`src/rtl/ctrl_stage_pkg.sv`:
```
`timescale 1ns/1ps
package ctrl_stage_pkg;

  localparam int STAGE_W = 3;

  typedef enum logic [STAGE_W-1:0] {
    STG_IDLE      = 3'b000,
    STG_RD_DATA   = 3'b001,
    STG_RD_STAT   = 3'b010,
    STG_WR_DATA   = 3'b011,
    STG_WR_STAT   = 3'b100,
    STG_WR_NODATA = 3'b101,
    STG_SEQ_ERR   = 3'b110
  } stage_e;

  // strobes from the control decision to the stage register
  typedef struct packed {
    logic   load;
    stage_e code;
  } stage_strobe_t;

endpackage

```
`src/rtl/ctrlStageCtl.sv`:
```
`timescale 1ns/1ps
module ctrlStageCtl
  import ctrl_stage_pkg::*;
(
  input  stage_e        curStage,
  input  logic          periphMode,
  input  logic          setupValid,
  input  logic          setupDirIn,
  input  logic          setupLenNonZero,
  input  logic          ep0InToken,
  input  logic          ep0OutToken,
  input  logic          statusAck,
  output stage_strobe_t strobe
);

  logic bothTok;
  stage_e setupTarget;

  assign bothTok = ep0InToken & ep0OutToken;

  always_comb begin
    if (setupDirIn)           setupTarget = STG_RD_DATA;
    else if (setupLenNonZero) setupTarget = STG_WR_DATA;
    else                      setupTarget = STG_WR_NODATA;
  end

  always_comb begin
    strobe.load = 1'b0;
    strobe.code = STG_IDLE;
    if (!periphMode) begin
      strobe.load = 1'b1;
      strobe.code = STG_IDLE;
    end else if (setupValid) begin
      strobe.load = 1'b1;
      strobe.code = setupTarget;
    end else begin
      unique case (curStage)
        STG_RD_DATA: begin
          if (bothTok) begin
            strobe.load = 1'b1; strobe.code = STG_SEQ_ERR;
          end else if (ep0OutToken) begin
            strobe.load = 1'b1; strobe.code = STG_RD_STAT;
          end
        end
        STG_WR_DATA: begin
          if (bothTok) begin
            strobe.load = 1'b1; strobe.code = STG_SEQ_ERR;
          end else if (ep0InToken) begin
            strobe.load = 1'b1; strobe.code = STG_WR_STAT;
          end
        end
        STG_RD_STAT: begin
          if (ep0InToken) begin
            strobe.load = 1'b1; strobe.code = STG_SEQ_ERR;
          end else if (!ep0OutToken && statusAck) begin
            strobe.load = 1'b1; strobe.code = STG_IDLE;
          end
        end
        STG_WR_STAT, STG_WR_NODATA: begin
          if (ep0OutToken) begin
            strobe.load = 1'b1; strobe.code = STG_SEQ_ERR;
          end else if (!ep0InToken && statusAck) begin
            strobe.load = 1'b1; strobe.code = STG_IDLE;
          end
        end
        default: begin
          strobe.load = 1'b0;
          strobe.code = STG_IDLE;
        end
      endcase
    end
  end

endmodule

```
`src/rtl/ctrlStageRegs.sv`:
```
`timescale 1ns/1ps
module ctrlStageRegs
  import ctrl_stage_pkg::*;
(
  input  logic          clk,
  input  logic          rst_n,
  input  stage_strobe_t strobe,
  output stage_e        curStage,
  output logic          changePulse
);

  stage_e stageQ;
  logic   changeQ;

  always_ff @(posedge clk) begin
    if (!rst_n) begin
      stageQ  <= STG_IDLE;
      changeQ <= 1'b0;
    end else begin
      changeQ <= strobe.load && (strobe.code != stageQ);
      if (strobe.load) stageQ <= strobe.code;
    end
  end

  assign curStage    = stageQ;
  assign changePulse = changeQ;

endmodule

```
`src/rtl/ctrlStageTracker.sv`:
```
`timescale 1ns/1ps
module ctrlStageTracker
  import ctrl_stage_pkg::*;
(
  input  logic               clk,
  input  logic               rst_n,
  input  logic               periphMode,
  input  logic               setupValid,
  input  logic               setupDirIn,
  input  logic               setupLenNonZero,
  input  logic               ep0InToken,
  input  logic               ep0OutToken,
  input  logic               statusAck,
  output logic [STAGE_W-1:0] stageCode,
  output logic               stageChange
);

  stage_e        curStage;
  stage_strobe_t strobe;

  ctrlStageCtl ctl_i (
    .curStage        (curStage),
    .periphMode      (periphMode),
    .setupValid      (setupValid),
    .setupDirIn      (setupDirIn),
    .setupLenNonZero (setupLenNonZero),
    .ep0InToken      (ep0InToken),
    .ep0OutToken     (ep0OutToken),
    .statusAck       (statusAck),
    .strobe          (strobe)
  );

  ctrlStageRegs regs_i (
    .clk         (clk),
    .rst_n       (rst_n),
    .strobe      (strobe),
    .curStage    (curStage),
    .changePulse (stageChange)
  );

  assign stageCode = curStage;

endmodule

```
`config.mk`:
```
export PLATFORM = sky130hd
export DESIGN_NAME = ctrlStageTracker
export DESIGN_NICKNAME = d
export VERILOG_FILES = /design/src/rtl/ctrl_stage_pkg.sv /design/src/rtl/ctrlStageCtl.sv /design/src/rtl/ctrlStageRegs.sv /design/src/rtl/ctrlStageTracker.sv
export SDC_FILE = /design/constraint.sdc
export NUM_CORES = 1
export LEC_CHECK = 0
export ABC_CLOCK_PERIOD_IN_PS = 1500
export BUFFER_PORTS_ARGS = -buffer_cell sky130_fd_sc_hd__buf_2
export CAP_MARGIN = 20
export CORE_AREA = 2 2 39 41
export CTS_CLUSTER_DIAMETER = 120
export DETAILED_ROUTE_END_ITERATION = 10
export DIE_AREA = 0 0 41 43
export PLACE_DENSITY = 0.51
export RECOVER_POWER = 100
export SLEW_MARGIN = 20
export SYNTH_ARGS = -nofsm -noshare
export SYNTH_HDL_FRONTEND = slang
export SYNTH_SLANG_ARGS = --single-unit
```
`constraint.sdc`:
```
create_clock -name clk -period 1.5 [get_ports clk]
set_input_delay 0.225 -clock clk [delete_from_list [all_inputs] [get_ports clk]]
set_output_delay 0.225 -clock clk [all_outputs]
set_load 0.02 [all_outputs]
```
==> results.sh <==
export IMPL_hold_buffers=0
export IMPL_grt_pass1_vias=309
export IMPL_ir_drop_v=0.000404
export IMPL_syn_nets=53
export IMPL_synthDistinctLibCells=22
export IMPL_start_kind="register"
export IMPL_path_max_fanout=12
export IMPL_vias=350
export IMPL_setup_viol=0
export IMPL_synth_simple_area_share=0.337
export IMPL_layout_nets=68
export IMPL_slew_viol_final=0
export IMPL_drtIter0Drc=14
export IMPL_min_period_ns=1.40
export IMPL_worst_pin_slew_ns=0.308
export IMPL_yosysWarningCount=0
export IMPL_insertion_delay_ns=0.24
export IMPL_layout_common_cells="buf_2 (9), nand2_1 (6), a21oi_1 (5)"
export IMPL_place_area_um2=400
export IMPL_hold_viol_final=0
export IMPL_die_w_um=41
export IMPL_synth_seq_area_share=0.242
export IMPL_drc=0
export IMPL_path_depth=4
export IMPL_rrSetupSlack_ns=0.1
export IMPL_die_area_um2=1760
export IMPL_min_path_type="input port to register"
export IMPL_dpl_hpwl_um=582
export IMPL_clock_sinks=4
export IMPL_period_share=0.933
export IMPL_power_static_leakage_uw=0.000164
export IMPL_cp_top_family="compound AO/OA/AOI/OAI gates"
export IMPL_numPortBuffers=12
export IMPL_drtPass1Iterations=4
export IMPL_grt_max_degree=13
export IMPL_diodes=0
export IMPL_design_area_um2=445
export IMPL_cts_buffers=3
export IMPL_synth_top_cell_area_share=0.242
export IMPL_synth_top_family_by_area="simple AND/OR/NAND/NOR gates"
export IMPL_critPathRequiredTime_ns=1.64
export IMPL_die_y_um=43
export IMPL_final_cells=73
export IMPL_fin_skew_ns=0.00187
export IMPL_drive_above_1_share=0.386
export IMPL_final_common_cell="buf_2"
export IMPL_r2r_cells=4
export IMPL_ant_nets=0
export IMPL_synth_cell_area_um2=330
export IMPL_status="finished, final reports clean"
export IMPL_cp_cell_sequence="a2111oi_4 > a21oi_2 > xor2_1 > a311oi_1"
export IMPL_post_drt_wl_per_cell_um=10.7
export IMPL_tritoncts="yes"
export IMPL_crit_arrival_ns=1.54
export IMPL_power_density_nw_per_um2=720
export IMPL_timing_worst_setup_path_type="register to register"
export IMPL_htreeDepth=1
export IMPL_max_freq_mhz=714
export IMPL_synth_fa_ha_area_frac=0
export IMPL_initial_core_util=0.239
export IMPL_synth_area_leaders="dfxtp_1 (24%), a21oi_1 (9.1%), nand2_1 (6.8%)"
export IMPL_synthXorXnorAreaFrac=0.0795
export IMPL_synth_compound_area_share=0.254
export IMPL_root_buffer="clkbuf_4"
export IMPL_cts_path_max_buffers=2
export IMPL_max_slew_margin=0.793
export IMPL_area_delta_synth_final_pct=34.8
export IMPL_antenna_found_initial=0
export IMPL_placed_cells=70
export IMPL_path_buf_inv=0
export IMPL_cap_violations=0
export IMPL_post_cts_setup_buffers=0
export IMPL_cts_resized=0
export IMPL_row_count=14
export IMPL_avgSynthCellArea_um2=7.51
export IMPL_holdWs_ns=0.265
export IMPL_grt_overflow=0
export IMPL_power_uw=321
export IMPL_grt_pass1_wl_um=1270
export IMPL_min_path_cells=3
export IMPL_yosys_area_top_type="dfxtp_1"
export IMPL_synth_seq_cells=4
export IMPL_synth_area_mux_share=0
export IMPL_rsz0062_at_grt="false"
export IMPL_core_area_um2=1380
export IMPL_io_pins=13
export IMPL_place_gp_congestion=0.731
export IMPL_viasPerCell=4.79
export IMPL_critPathCaptureType="register"
export IMPL_worst_setup_hold_path_clk_slew_ns=0.04
export IMPL_cpMaxStageDelayCell="a2111oi_4"
export IMPL_finalWirelength_um=778
export IMPL_synthCells=44
export IMPL_final_core_utilization=0.322
export IMPL_grt_total_usage=0.111
export IMPL_slowest_delay_ns=0.39
[layout make-up]
type / count / area, um^2
timing repair buffer: 13 / 63.8
tap: 16 / 20.0
inverter: 2 / 7.51
clock buffer: 3 / 22.5
fill: 159 / 938
multi-input combinational: 35 / 243
sequential: 4 / 88.8
[cell usage after synthesis]
cell / instances
nor3_1: 3
buf_6: 1
nor4_2: 1
nand2_2: 1
o31ai_1: 1
dfxtp_1: 4
xnor2_1: 1
a311oi_1: 1
o21ai_0: 2
nand3b_1: 1
nor4b_2: 1
a21oi_1: 6
nor2_1: 3
inv_1: 2
xor2_1: 2
o21a_1: 1
a2111oi_2: 1
nand2_1: 6
o21ai_1: 1
nand2b_1: 1
buf_2: 2
nor3b_1: 2
[logic make-up (layout without fill, tap and decap cells)]
family | after synthesis | in the layout
buffers and inverters | 5 | 18
AO/OA/AOI/OAI | 13 | 13
XOR/XNOR | 3 | 3
AND/OR/NAND/NOR | 19 | 19
flip-flops | 4 | 4
[state kept, by name, indices dropped and copies added, names as in the netlist]
name,cells
regs_i.curStage,3
regs_i.changePulse,1
[worst paths after layout]
path                      startpoint                 end
setup / recovery  regs_i.curStage[2]  regs_i.changePulse
hold / removal                 rst_n  regs_i.curStage[0]
setup reg to reg  regs_i.curStage[2]  regs_i.changePulse
hold reg to reg   regs_i.curStage[2]  regs_i.curStage[2]
[per-stage QoR]
stage	worst slack [ns]	setup TNS [ns]
final	0.0998	0
after global routing	0.000871	0
after CTS	0.0201	0
after detailed placement	0.0322	0
after global placement	-0.0138	-0.0138
after floorplan	0.0445	0
[tightest hold or removal path: cells and delay by family]
kind            cells  cell delay (ns)
buf+inv             2             0.13
compound gates      1             0.11
[layer usage]
layer | GRT usage | vias up | wire (um)
met5 | 0 | - | 0
met4 | 0.0800 | 0 | 0
met3 | 0.0471 | 0 | 51
met2 | 0.141 | 11 | 349
met1 | 0.144 | 155 | 377
li1 | - | 184 | -
[report_power, final]
group	total [uW]	internal (uW)	switching, uW	leakage (uW)
sequential	118	110	8.49	0.0000346
clock	137	89.8	47.7	0.0000138
combinational	64.7	28.0	36.7	0.000116
Power figures use the tool's default switching activity.
